<file path="src/rtl/cbu_pkg.sv">
package cbu_pkg;
    localparam int WORD_W   = 16;
    localparam int N_COND   = 6;
    localparam int COND_TOP = 15;
    localparam int COND_LO  = COND_TOP - N_COND + 1;
    localparam int REL_BIT  = 9;
    localparam int IND_BIT  = 8;

    typedef enum logic [0:0] {
        ST_IDLE   = 1'b0,
        ST_REPORT = 1'b1
    } rep_state_t;
endpackage

</file>
<file path="src/rtl/cbu_cond_eval.sv">
module cbu_cond_eval
    import cbu_pkg::*;
#(
    parameter int W = WORD_W
) (
    input  logic [N_COND-1:0] sel_i,
    input  logic [W-1:0]      acc_i,
    input  logic              carry_i,
    input  logic              ovf_i,
    output logic              any_hit_o
);
    // Index i corresponds to instruction bit COND_LO + i.
    logic [N_COND-1:0] state_true;
    logic acc_zero, acc_neg;

    assign acc_zero = (acc_i == '0);
    assign acc_neg  = acc_i[W-1];

    always_comb begin
        state_true[0] = acc_zero;               // bit 10: zero
        state_true[1] = ~acc_i[0];              // bit 11: even
        state_true[2] = ~acc_neg & ~acc_zero;   // bit 12: positive
        state_true[3] = acc_neg;                // bit 13: negative
        state_true[4] = ~carry_i;               // bit 14: carry off
        state_true[5] = ~ovf_i;                 // bit 15: overflow off
    end

    assign any_hit_o = |(sel_i & state_true);

    always_comb begin
        a_r4_empty_no_hit: assert (!((sel_i == '0) && any_hit_o));
    end
endmodule

</file>
<file path="src/rtl/cbu_pc_select.sv">
module cbu_pc_select
    import cbu_pkg::*;
#(
    parameter int W = WORD_W
) (
    input  logic         two_word_i,
    input  logic         any_hit_i,
    input  logic [W-1:0] pc_i,
    input  logic [W-1:0] eff_addr_i,
    output logic [W-1:0] next_pc_o,
    output logic         taken_o
);
    localparam logic [W-1:0] STEP1 = W'(1);
    localparam logic [W-1:0] STEP2 = W'(2);

    logic [W-1:0] pc_p1, pc_p2;
    assign pc_p1 = pc_i + STEP1;
    assign pc_p2 = pc_i + STEP2;

    always_comb begin
        if (two_word_i) begin
            taken_o   = ~any_hit_i;
            next_pc_o = taken_o ? eff_addr_i : pc_p2;
        end else begin
            taken_o   = any_hit_i;
            next_pc_o = taken_o ? pc_p2 : pc_p1;
        end
    end
endmodule

</file>
<file path="src/rtl/cond_xfer_unit.sv">
module cond_xfer_unit
    import cbu_pkg::*;
#(
    parameter int W = WORD_W
) (
    input  logic         clk,
    input  logic         rst_n,
    input  logic         eval_i,
    input  logic [15:0]  instr_i,
    input  logic         two_word_i,
    input  logic [W-1:0] eff_addr_i,
    input  logic [W-1:0] pc_i,
    input  logic [W-1:0] acc_i,
    input  logic         carry_i,
    input  logic         ovf_i,
    output logic [W-1:0] next_pc_o,
    output logic         ovf_clear_o,
    output logic         lvl_release_o,
    output logic         result_valid_o
);
    logic [N_COND-1:0] cond_sel;
    logic any_hit, taken;
    rep_state_t state_q, state_d;

    assign cond_sel = instr_i[COND_TOP:COND_LO];

    cbu_cond_eval #(.W(W)) u_cond (
        .sel_i     (cond_sel),
        .acc_i     (acc_i),
        .carry_i   (carry_i),
        .ovf_i     (ovf_i),
        .any_hit_o (any_hit)
    );

    cbu_pc_select #(.W(W)) u_pcsel (
        .two_word_i (two_word_i),
        .any_hit_i  (any_hit),
        .pc_i       (pc_i),
        .eff_addr_i (eff_addr_i),
        .next_pc_o  (next_pc_o),
        .taken_o    (taken)
    );

    assign ovf_clear_o   = eval_i & instr_i[COND_TOP];
    assign lvl_release_o = eval_i & instr_i[REL_BIT] & taken;

    // State register
    always_ff @(posedge clk or negedge rst_n) begin
        if (!rst_n) state_q <= ST_IDLE;
        else        state_q <= state_d;
    end

    // Transitions
    always_comb begin
        state_d = state_q;
        unique case (state_q)
            ST_IDLE:   state_d = eval_i ? ST_REPORT : ST_IDLE;
            ST_REPORT: state_d = eval_i ? ST_REPORT : ST_IDLE;
            default:   state_d = ST_IDLE;
        endcase
    end

    // Outputs
    always_comb begin
        unique case (state_q)
            ST_REPORT: result_valid_o = 1'b1;
            default:   result_valid_o = 1'b0;
        endcase
    end

    a_r10_valid_follows: assert property (@(posedge clk) disable iff (!rst_n)
        eval_i |=> result_valid_o);
    a_r10_valid_drops: assert property (@(posedge clk) disable iff (!rst_n)
        !eval_i |=> !result_valid_o);
    a_r11_quiet: assert property (@(posedge clk) disable iff (!rst_n)
        !eval_i |-> (!ovf_clear_o && !lvl_release_o));
    a_r6_release_needs_bit: assert property (@(posedge clk) disable iff (!rst_n)
        lvl_release_o |-> instr_i[REL_BIT]);
    a_r5_unconditional: assert property (@(posedge clk) disable iff (!rst_n)
        (eval_i && two_word_i && cond_sel == '0) |-> (next_pc_o == eff_addr_i));
    a_r7_ovf_clear: assert property (@(posedge clk) disable iff (!rst_n)
        (eval_i && instr_i[COND_TOP]) |-> ovf_clear_o);
endmodule

</file>
<file path="config.mk">
export PLATFORM = sky130hd
export DESIGN_NAME = cond_xfer_unit
export DESIGN_NICKNAME = d
export VERILOG_FILES = /design/src/rtl/cbu_pkg.sv /design/src/rtl/cbu_cond_eval.sv /design/src/rtl/cbu_pc_select.sv /design/src/rtl/cond_xfer_unit.sv
export SDC_FILE = /design/constraint.sdc
export NUM_CORES = 1
export LEC_CHECK = 0
export CAP_MARGIN = 10
export CORE_MARGIN = 8
export CORE_UTILIZATION = 32
export CTS_CLUSTER_DIAMETER = 40
export DETAILED_ROUTE_END_ITERATION = 8
export GPL_TIMING_DRIVEN = 0
export HOLD_SLACK_MARGIN = 0.06
export PLACE_DENSITY = 0.82
export SLEW_MARGIN = 25
export SYNTH_ARGS = -nofsm -noshare
export SYNTH_HDL_FRONTEND = slang
export SYNTH_HIERARCHICAL = 1
export SYNTH_SLANG_ARGS = --single-unit
</file>
<file path="constraint.sdc">
create_clock -name clk -period 3.7 [get_ports clk]
set_input_delay 0.37 -clock clk [delete_from_list [all_inputs] [get_ports clk]]
set_output_delay 0.37 -clock clk [all_outputs]
set_load 0.02 [all_outputs]
</file>
* Yosys cells after proc, flatten, opt, wreduce, memory -nomap -nowiden
Cells that the tools add are included.
** Storage, ports and cells
- Register bits :: 1
- Input bits :: 70
- Output and inout bits :: 19
- Logic and storage cells :: 22
** Cells by class
- Add/subtract/negate cells :: 2
- Muxes and demuxes :: 6
- Bitwise operators :: 11
- Reduce and logical (&&, ||, !) cells :: 2
** Operator list (number)
- 2-to-1 mux 16 bit :: 3
- adder 16 x 1 -> 16 bit, second input constant :: 1
- adder 16 x 2 -> 16 bit, second input constant :: 1
- zero test 16 bit :: 1
- AND 6 bit :: 1
- NOT 1 bit :: 6
- OR reduction 6 bit :: 1
- AND 1 bit :: 4
- 2-to-1 mux 1 bit :: 3

* Depth between registers and ports, before layout
Gate-level depths: netlist of the first run.
- Depth in word-level cells :: 8
- Depth in mapped cells :: 9
- Gate-level depth less buffers :: 7

* Cells and area by module
The synthesis of the first run kept the hierarchy.
** By module, submodules not included
- cbu_pc_select :: instances 1, cells each 128, area an instance 865.8 sq um, seq. area each 0.0 sq um
- cbu_cond_eval :: instances 1, cells each 13, area an instance 95.1 sq um, seq. area each 0.0 sq um
- cond_xfer_unit :: instances 1, cells each 3, area an instance 37.5 sq um, seq. area each 25.0 sq um

* Worst setup path after synthesis of the first run
OpenSTA, ideal clock, no wires.
- Path type :: input -> output
- Start point :: input acc_i[12]
- End point :: output next_pc_o[14]
- Arrival :: 2.898 ns
- Data required time :: 3.330 ns
- Path slack :: 0.432 ns
- Cell stages on the path :: 8
- Buffers on the path :: 1
- Cell sequence :: or4_1 -> o41a_1 -> a211o_1 -> clkbuf_1 -> inv_1 -> nor3_1 -> or2_2 -> a311oi_1
** Between the ends
- Cells in the longest elaborated chain, start to end :: 7
- Elaborated cells on any way between the ends :: 8
- Classes of those cells :: mux: 3; bitwise: 3; reduce/logical: 2
** RTL lines
- from (decl) :: RTL line cond_xfer_unit.sv:13 : input logic [W-1:0] acc_i,
- zero test 16 bit * :: RTL line cbu_cond_eval.sv:16 : assign acc_zero = (acc_i == '0);
- NOT 1 bit :: RTL line cbu_cond_eval.sv:22 : state_true[2] = ~acc_neg & ~acc_zero;
- AND 1 bit :: RTL line cbu_cond_eval.sv:22
- AND 6 bit * :: RTL line cbu_cond_eval.sv:28 : assign any_hit_o = |(sel_i & state_true);
- OR reduction 6 bit * :: RTL line cbu_cond_eval.sv:28
- named net any_hit :: RTL line cond_xfer_unit.sv:22 : logic any_hit, taken;
- 2-to-1 mux 16 bit (on tied branches) :: RTL line cbu_pc_select.sv:26, cbu_pc_select.sv:23
- 2-to-1 mux 16 bit * :: RTL line cbu_pc_select.sv:21 : if (two_word_i) begin
- to (decl) :: RTL line cond_xfer_unit.sv:16 : output logic [W-1:0] next_pc_o,
The timed path passes the listed nets; every way through them passes the cells marked *.

* Worst setup path in the final report of the first run
- Start point :: input acc_i[11]
- End point :: output next_pc_o[8]
The elaborated chain is that of the path after synthesis.

==> results of run 1 <==
==> worst max-delay path by stage <==
stage                     startpoint       endpoint  slack, ns  cells past startpoint
after CTS                  acc_i[15]  next_pc_o[14]      -0.04                      9
after global placement     acc_i[15]  next_pc_o[14]      -0.38                     10
final                      acc_i[11]   next_pc_o[8]       0.17                      9
after detailed placement   acc_i[11]  next_pc_o[14]      -0.41                     10
after floorplan            acc_i[12]  next_pc_o[14]       0.43                      8
after global routing       acc_i[15]  lvl_release_o       0.02                      9
==> power groups by stage <==
stage | clock (W) | sequential, W | combinational [W]
floorplan | 0 | 0.0000126 | 0.000106
global placement | 0 | 0.0000118 | 0.000230
detailed placement | 0 | 0.0000118 | 0.000232
CTS | 0 | 0.0000118 | 0.000229
global route | 0 | 0.0000118 | 0.000243
finish | 0 | 0.0000118 | 0.000224
==> cell families (layout without fill, tap and decap cells) <==
group / count (synthesis) / in the layout
adder cells (fa/ha/maj): 2 / 2
XOR/XNOR: 5 / 5
buffers and inverters: 17 / 92
multiplexers: 2 / 2
flip-flops: 1 / 1
AND/OR/NAND/NOR: 68 / 68
AO/OA/AOI/OAI: 49 / 49
==> layout make-up <==
type / count / share of cell area [%]
plain buffers: 8 / 4.54
inverters: 7 / 1.45
multi-input cells: 126 / 48.0
flip-flops and latches: 1 / 1.38
well taps: 33 / 2.27
repair buffers: 77 / 42.4
==> synth_stat cells (all sizes together), types with 5 or more instances <==
cell	count
or4	5
a21oi	10
clkbuf	7
nor4	5
inv	7
nand3	5
a211oi	7
nand4	5
nor3	6
nor2	13
nand2	10
o21ai	5
==> what timing repair did <==
| item | CTS | global route |
|---|---|---|
| gates resized for setup | 15 | 18 |
| endpoints found under the setup margin | 16 | 16 |
| endpoints found under the hold margin | 0 | 0 |
| buffers inserted | 0 | 0 |
==> per-layer routing <==
metal	vias to the layer above	GRT usage [%]	wire length [µm]
met3	0	3.91	287
met4	0	0	0
li1	721	-	-
met5	-	0	0
met2	40	24.1	1860
met1	623	16.9	1640
==> metrics by stage <==
stage | area (µm²) | hold WS (ns) | std cells | setup slack, ns | utilization, %
after floorplan | 998 | 0.0744 | 144 | 0.432 | -
after global placement | 1810 | 0.519 | 254 | -0.384 | 60.3
after detailed placement | 1810 | 0.525 | 254 | -0.412 | 60.3
after CTS | 1810 | 0.528 | 252 | -0.0396 | 60.2
after global routing | 1820 | 0.536 | 252 | 0.0217 | 60.5
final | 1820 | 0.524 | 252 | 0.173 | 60.5
==> cells in the final DEF, fill, tap and decap left out, types with 4 or more instances in the layout <==
cell type,Yosys,layout
dlymetal6s2s_1,0,8
nand2_1,10,10
nor3_1,6,6
a211oi_1,7,7
dlygate4sd2_1,0,4
a22oi_1,4,4
nor2_1,13,12
o21ai_0,4,4
a21oi_1,10,9
inv_1,7,6
nor4_1,5,5
clkdlybuf4s50_1,0,61
o22ai_1,4,4
nand3_1,5,5
==> metrics.txt, run 1 <==
largest family of logic cells by synthesized area=simple AND/OR/NAND/NOR gates; gpl congestion=0.841; internal power=0.000133 W; ranking of synthesized cells by area=a211oi_1 (5.3%), a21oi_1 (5.0%), nor2_1 (4.9%), nand4_4 (4.3%), clkbuf_8 (4.1%); RSZ-0062 raised after global routing=false; Buffers on Ports=77; syn avg cell area=6.93 µm²; Yosys top cell area share=5.26%; endpoints failing setup=0; Post-Synth XOR/XNOR Area=4.39%; CP arrival=3.16 ns; Post-CTS Hold Buffers=0; post-synthesis mux area share=2.01%; Synth Cell Area=998 µm²; Slowest cell on crit path=or4_4; All-Layer GR Usage=13.7%; PwrDens=130 nW/µm²; Top reg by flops=state_q; complex-gate fraction of the synthesized area=35.6%; area share of and/or/nand/nor cells after synthesis=41.4%; die area=5160 µm²; largest net degree at the start of global routing=11; ys async rst share=100%; # nets final=293; Critical Path Source Type=input pin; EDFF count, synth=0; switching portion of total power=43.8%; post-synth top area cell=a211oi_1; initial antenna violation count=0; final period utilization=95.3%; Combinational Power Share=95.0%; Synth Net Count=216; DIE WIDTH=71.9 µm; I/O Pins=89; vias per cell=5.49; Regs by FF count=state_q x1; FF+latch area=25.0 µm²; wire per inst=15.0 µm; fmax=0.284 GHz; worst slew pin tran=0.413 ns; post-layout minimum cycle time=3.53 ns; Antenna diodes=0; Detailed Route Iter0 Violations=90; final wirelength=3.79 mm; status=complete, no violations; Top FF cell, synth=dfrtp_1; CP cell instances=clkdlybuf4s50_1 > or4_4 > o41a_1 > a211o_2 > or2_2 > nor4_1 > o21a_1 > nor3_1 > dlygate4sd2_1; Die Y-Extent=71.9 µm; Post-Syn Instances=144; area of the multi-input gates=872 µm²; switching power=0.000103 W; WP buf/inv=2; sequential area share after synthesis=2.51%; max reg flops=1; FP Rows=20; routed vias=1384; delay-heaviest family, CP=simple AND/OR/NAND/NOR gates; share of cells above drive strength 1=10.5%; crit-path max FO=9; Post-route DRC=0; setup TNS=0 ns; Peak VDD IR=76.8 µV; ANT nets after route=0; synth unique cells=51; FF+latch count, synth=1; fill count=288; Seq pwr share=5.0%; Adder-Cell Fraction of Synth Area=2.51%; slowest stage delay, CP=0.53 ns; synth warn=6; critical path capture point type=output port; HP Class=in -> async; first-pass GRT wire length=6.14 mm; Max Slew Vio Count=0; slew margin rel.=72.4%; WP data required=3.33 ns; P_leak=0.736 nW; number of global-route vias before repair=1301; global route overflow=0; CORE AREA=3000 µm²; clock slew at reported path FFs=0 ns; First-pass DRT Iterations=4; HPWL Detailed=3.21 mm; Layout area overhead=82.1%; Pwr Total=0.000236 W; critical path class=in -> out; final count of hold timing violations=0; number of max-cap violations=0; Clk network pwr share=0%; starting density of the core=33.3%
No activity file was read; power rests on OpenSTA's default activity.
==> run 2: changes to the inputs <==
--- a/config.mk
+++ b/config.mk
@@ -12,7 +12,7 @@
 export DETAILED_ROUTE_END_ITERATION = 8
 export GPL_TIMING_DRIVEN = 0
 export HOLD_SLACK_MARGIN = 0.06
-export PLACE_DENSITY = 0.82
+export PLACE_DENSITY = 0.93
 export SLEW_MARGIN = 25
 export SYNTH_ARGS = -nofsm -noshare
 export SYNTH_HDL_FRONTEND = slang
==> metrics.txt, run 2 (same netlist as run 1, synthesis figures left out) <==
clock slew at reported path FFs=0 ns (unchanged); Buffers on Ports=77 (unchanged); CORE AREA=3000 µm² (unchanged); Antenna diodes=0 (unchanged); Detailed Route Iter0 Violations=183 (+100%); CP cell instances=clkdlybuf4s50_1 > or4_4 > o41a_1 > a211o_2 > clkbuf_8 > a22oi_1 > o22ai_1 > a21oi_1 > dlygate4sd2_1; Die Y-Extent=71.9 µm (unchanged); # nets final=293 (unchanged); vias per cell=5.65 (+2.9%); number of global-route vias before repair=1426 (+9.6%); share of cells above drive strength 1=11.0% (+0.46 points); final period utilization=95.0% (-0.28 points); largest net degree at the start of global routing=11 (unchanged); number of max-cap violations=0 (unchanged); dpl ws=-0.453 ns (-0.0413 ns); post-layout minimum cycle time=3.52 ns (-0.0103 ns); Slowest cell on crit path=or4_4; worst-case hold slack=0.523 ns (-0.00116 ns); max reg flops=1 (unchanged); global route overflow=0 (unchanged); starting density of the core=33.3% (unchanged); HP Class=in -> async; first-pass GRT wire length=6.56 mm (+6.8%); Critical Path Source Type=input pin; postcts setup bufs=0 (unchanged); PwrDens=130 nW/µm² (+0.48%); initial antenna violation count=0 (unchanged); Post-route DRC=0 (unchanged); FF+latch area=25.0 µm² (unchanged); RSZ-0062 raised after global routing=false; wire per inst=15.8 µm (+5.1%); die area=5160 µm² (unchanged); worst slew pin tran=0.448 ns (+0.0351 ns); design area=1810 µm² (-0.48%); slew margin rel.=70.0% (-2.3 points); Max Slew Vio Count=0 (unchanged); crit-path max FO=10 (+1); HPWL Detailed=3.37 mm (+5.0%); critical path class=in -> out; First-pass DRT Iterations=4 (unchanged); final count of hold timing violations=0 (unchanged); endpoints failing setup=0 (unchanged); fmax=0.284 GHz (+0.29%); delay-heaviest family, CP=compound AO/OA/AOI/OAI gates; Layout area overhead=81.2%; Peak VDD IR=76.1 µV (-0.89%); area of the multi-input gates=883 µm² (+1.3%); DIE WIDTH=71.9 µm (unchanged); slowest stage delay, CP=0.54 ns (about the same); Regs by FF count=state_q x1; critical path capture point type=output port; Worst Slack Setup Final=0.183 ns (+0.0103 ns); fill count=268 (-6.9%); P_leak=0.697 nW (-5.3%); routed vias=1424 (+2.9%); WP buf/inv=3 (+1); I/O Pins=89 (unchanged); CP arrival=3.15 ns (about the same); ANT nets after route=0 (unchanged); status=complete, no violations; final wirelength=3.99 mm (+5.1%); WP data required=3.33 ns (about the same); Top reg by flops=state_q; most common cell after layout, fill and taps aside=clkdlybuf4s50_1; gpl congestion=0.807 (-4.0%); FP Rows=20 (unchanged); most frequent cells in the layout=clkdlybuf4s50_1 (61), nor2_1 (12), dlygate4sd2_1 (10), nand2_1 (10), a21oi_1 (9); All-Layer GR Usage=14.8% (+1.1 points); Post-DP Area=1810 µm² (unchanged)
## run 2: cell types whose count changed in the layout (fill, tap and decap cells not counted), sizes merged
| cell | previous run | this run |
|---|---|---|
| clkdlybuf4s15 | 1 | 0 |
| clkbuf | 7 | 6 |
| dlygate4sd2 | 4 | 10 |
| buf | 4 | 5 |
| dlymetal6s2s | 8 | 3 |
## run 2: layer usage
layer / GRT usage [%] / share of wire, % / up-vias
li1: - / - / 719
met1: 18.0 / 39 / 633
met2: 26.0 / 50 / 67
met3: 3.91 / 10 / 5
met4: 1.81 / 0.53 / 0
met5: 0 / 0 / -
## run 2: worst paths after layout
kind | end | slack, ns | startpoint | depth (start not counted)
setup / recovery | next_pc_o[4] | 0.18 | acc_i[11] | 9
hold / removal | state_q | 0.52 | rst_n | 1
max in group asynchronous | state_q | 3.08 | rst_n | 1
min in group clk | state_q | 0.86 | eval_i | 1
## run 2: area by class of cell
type / instances / area share [%]
multi-input cells: 126 / 48.8
inverters: 7 / 1.45
plain buffers: 8 / 4.56
repair buffers: 77 / 41.5
well taps: 33 / 2.28
flip-flops and latches: 1 / 1.38
## run 2: power breakdown
group          leakage [nW]  internal (W)  total (W)  switching, W
Clock                     0             0          0             0
Sequential           0.0117     0.0000117  0.0000118   0.000000151
Combinational         0.685      0.000118   0.000224      0.000106
## run 2: repair_timing
action	4_1_cts	5_1_grt
gates cloned	0	0
setup endpoints to repair	16	10
hold buffers	0	0
gates resized for setup	21	15
## run 2: stage by stage
stage / setup TNS (ns) / util (%) / power, W / instances
2_1_floorplan: 0 / - / 0.000118 / 144
3_3_place_gp: -2.66 / 60.3 / 0.000241 / 254
3_5_place_dp: -3.53 / 60.3 / 0.000245 / 254
4_1_cts: -0.0338 / 60.1 / 0.000237 / 253
5_1_grt: 0 / 60.3 / 0.000254 / 252
6_report: 0 / 60.3 / 0.000236 / 252
==> run 3: changes to the inputs <==
--- a/config.mk
+++ b/config.mk
@@ -12,7 +12,7 @@
 export DETAILED_ROUTE_END_ITERATION = 8
 export GPL_TIMING_DRIVEN = 0
 export HOLD_SLACK_MARGIN = 0.06
-export PLACE_DENSITY = 0.93
+export PLACE_DENSITY_LB_ADDON = 0.05
 export SLEW_MARGIN = 25
 export SYNTH_ARGS = -nofsm -noshare
 export SYNTH_HDL_FRONTEND = slang
==> metrics.txt, run 3 (same netlist as run 1, synthesis figures left out) <==
Seq pwr share=4.9% (about the same); internal power=0.000134 W (+3.5%); wire per inst=16.9 µm (+7.2%); Pwr Total=0.000242 W (+2.5%); switching power=0.000108 W (+1.2%); final non-filler cell total=254 (+0.79%); initial antenna violation count=0 (unchanged); switching portion of total power=44.6% (-0.57 points); die area=5160 µm² (unchanged); PwrDens=132 nW/µm² (+1.1%); worst-case hold slack=0.521 ns (-0.00259 ns); critical path class=in -> out; P_leak=0.723 nW (+3.8%); fill count=307 (+15%); first-pass GRT wire length=7.08 mm (+7.9%); Clk network pwr share=0% (unchanged); Peak VDD IR=58.8 µV (-23%); final count of hold timing violations=0 (unchanged); slew margin rel.=72.7% (+2.6 points); final period utilization=97.2% (+2.2 points); dpl ws=-0.486 ns (-0.0324 ns); All-Layer GR Usage=16.0% (+1.1 points); area of the multi-input gates=880 µm² (-0.42%); CP startpoint=acc_i[15]; endpoints failing setup=0 (unchanged); crit-path max FO=9 (-1); WP data required=3.33 ns (about the same); most common cell after layout, fill and taps aside=clkdlybuf4s50_1; vias per cell=5.75 (+1.8%); most frequent cells in the layout=clkdlybuf4s50_1 (61), nor2_1 (12), nand2_1 (10), a21oi_1 (9), dlygate4sd2_1 (8); HPWL Detailed=3.53 mm (+4.7%); clock slew at reported path FFs=0 ns (unchanged); setup TNS=0 ns (unchanged); Max Slew Vio Count=0 (unchanged); status=complete, no violations; starting density of the core=33.3% (unchanged); Post-route DRC=0 (unchanged); post-layout minimum cycle time=3.60 ns (+0.0817 ns); Antenna diodes=0 (unchanged); I/O Pins=89 (unchanged); Critical Path Source Type=input pin; Regs by FF count=state_q x1; # nets final=295 (+0.68%); Inst Count DP=254 (unchanged); CORE AREA=3000 µm² (unchanged); gpl congestion=0.807 (about the same); Combinational Power Share=95.1% (about the same); Buffers on Ports=77 (unchanged); Detailed Route Iter0 Violations=69 (-62%); routed vias=1461 (+2.6%); number of max-cap violations=0 (unchanged); largest net degree at the start of global routing=11 (unchanged); global route overflow=0 (unchanged); max reg flops=1 (unchanged); CP arrival=3.23 ns (+0.08 ns); RSZ-0062 raised after global routing=false; worst slew pin tran=0.409 ns (-0.0395 ns); fmax=0.278 GHz (-2.3%); HP Class=in -> async; number of global-route vias before repair=1480 (+3.8%); First-pass DRT Iterations=4 (unchanged); Top reg by flops=state_q; share of cells above drive strength 1=11.3% (+0.35 points); Post-CTS Hold Buffers=0 (unchanged); final wirelength=4.30 mm (+8.0%); FF+latch area=25.0 µm² (unchanged); ANT nets after route=0 (unchanged); Worst Slack Setup Final=0.102 ns (-0.0817 ns); DIE WIDTH=71.9 µm (unchanged); Layout area overhead=83.7%; FP Rows=20 (unchanged); Die Y-Extent=71.9 µm (unchanged); critical path capture point type=output port
[run 3: changes by cell type in the layout (fill, tap and decap cells not counted), sizes merged]
cell           change
dlygate4sd2        -2
clkbuf             +1
clkdlybuf4s15      +1
dlymetal6s2s       +2
[run 3: what timing repair did]
action | CTS | global route
cloned | 0 | 0
buffers inserted | 2 | 0
endpoints found under the hold margin | 0 | 0
resized for setup | 18 | 14
endpoints found under the setup margin | 16 | 12
[run 3: power groups by stage]
stage	registers, W	clock network (W)	logic [W]
floorplan	0.0000126	0	0.000106
global placement	0.0000118	0	0.000231
detailed placement	0.0000118	0	0.000234
CTS	0.0000118	0	0.000230
global route	0.0000118	0	0.000248
finish	0.0000118	0	0.000230
[run 3: stage by stage]
step / util, % / instance area [µm²]
2_1_floorplan: - / 998
3_3_place_gp: 60.3 / 1810
3_5_place_dp: 60.3 / 1810
4_1_cts: 60.5 / 1820
5_1_grt: 61.1 / 1830
6_report: 61.1 / 1830
[run 3: path summary, 6_finish.rpt]
path                       depth (start not counted)      endpoint  slack, ns
setup / recovery                                   9  next_pc_o[6]       0.10
hold / removal                                     1       state_q       0.52
max in group asynchronous                          1       state_q       3.08
min in group clk                                   1       state_q       0.87
[run 3: worst max-delay path, stage by stage]
cell             delay [ns]
clkdlybuf4s50_1        0.44
or4_1                  0.53
o41a_1                 0.44
a211o_4                0.37
inv_2                  0.11
nor3_1                 0.09
or2_2                  0.34
a211oi_1               0.26
clkdlybuf4s15_2        0.30
[run 3: per-layer routing]
metal / track usage [%] / wire length, µm / up-vias
met5: 0 / 0 / -
met4: 0.454 / 0 / 0
met3: 2.37 / 297 / 0
met2: 30.2 / 2140 / 63
met1: 19.1 / 1860 / 681
li1: - / - / 717
[run 3: cell type report]
type                    instances  share of cell area [%]
plain buffers                   8                    4.50
inverters                       7                    1.43
multi-input cells             126                    48.0
flip-flops and latches          1                    1.36
well taps                      33                    2.25
repair buffers                 79                    42.5
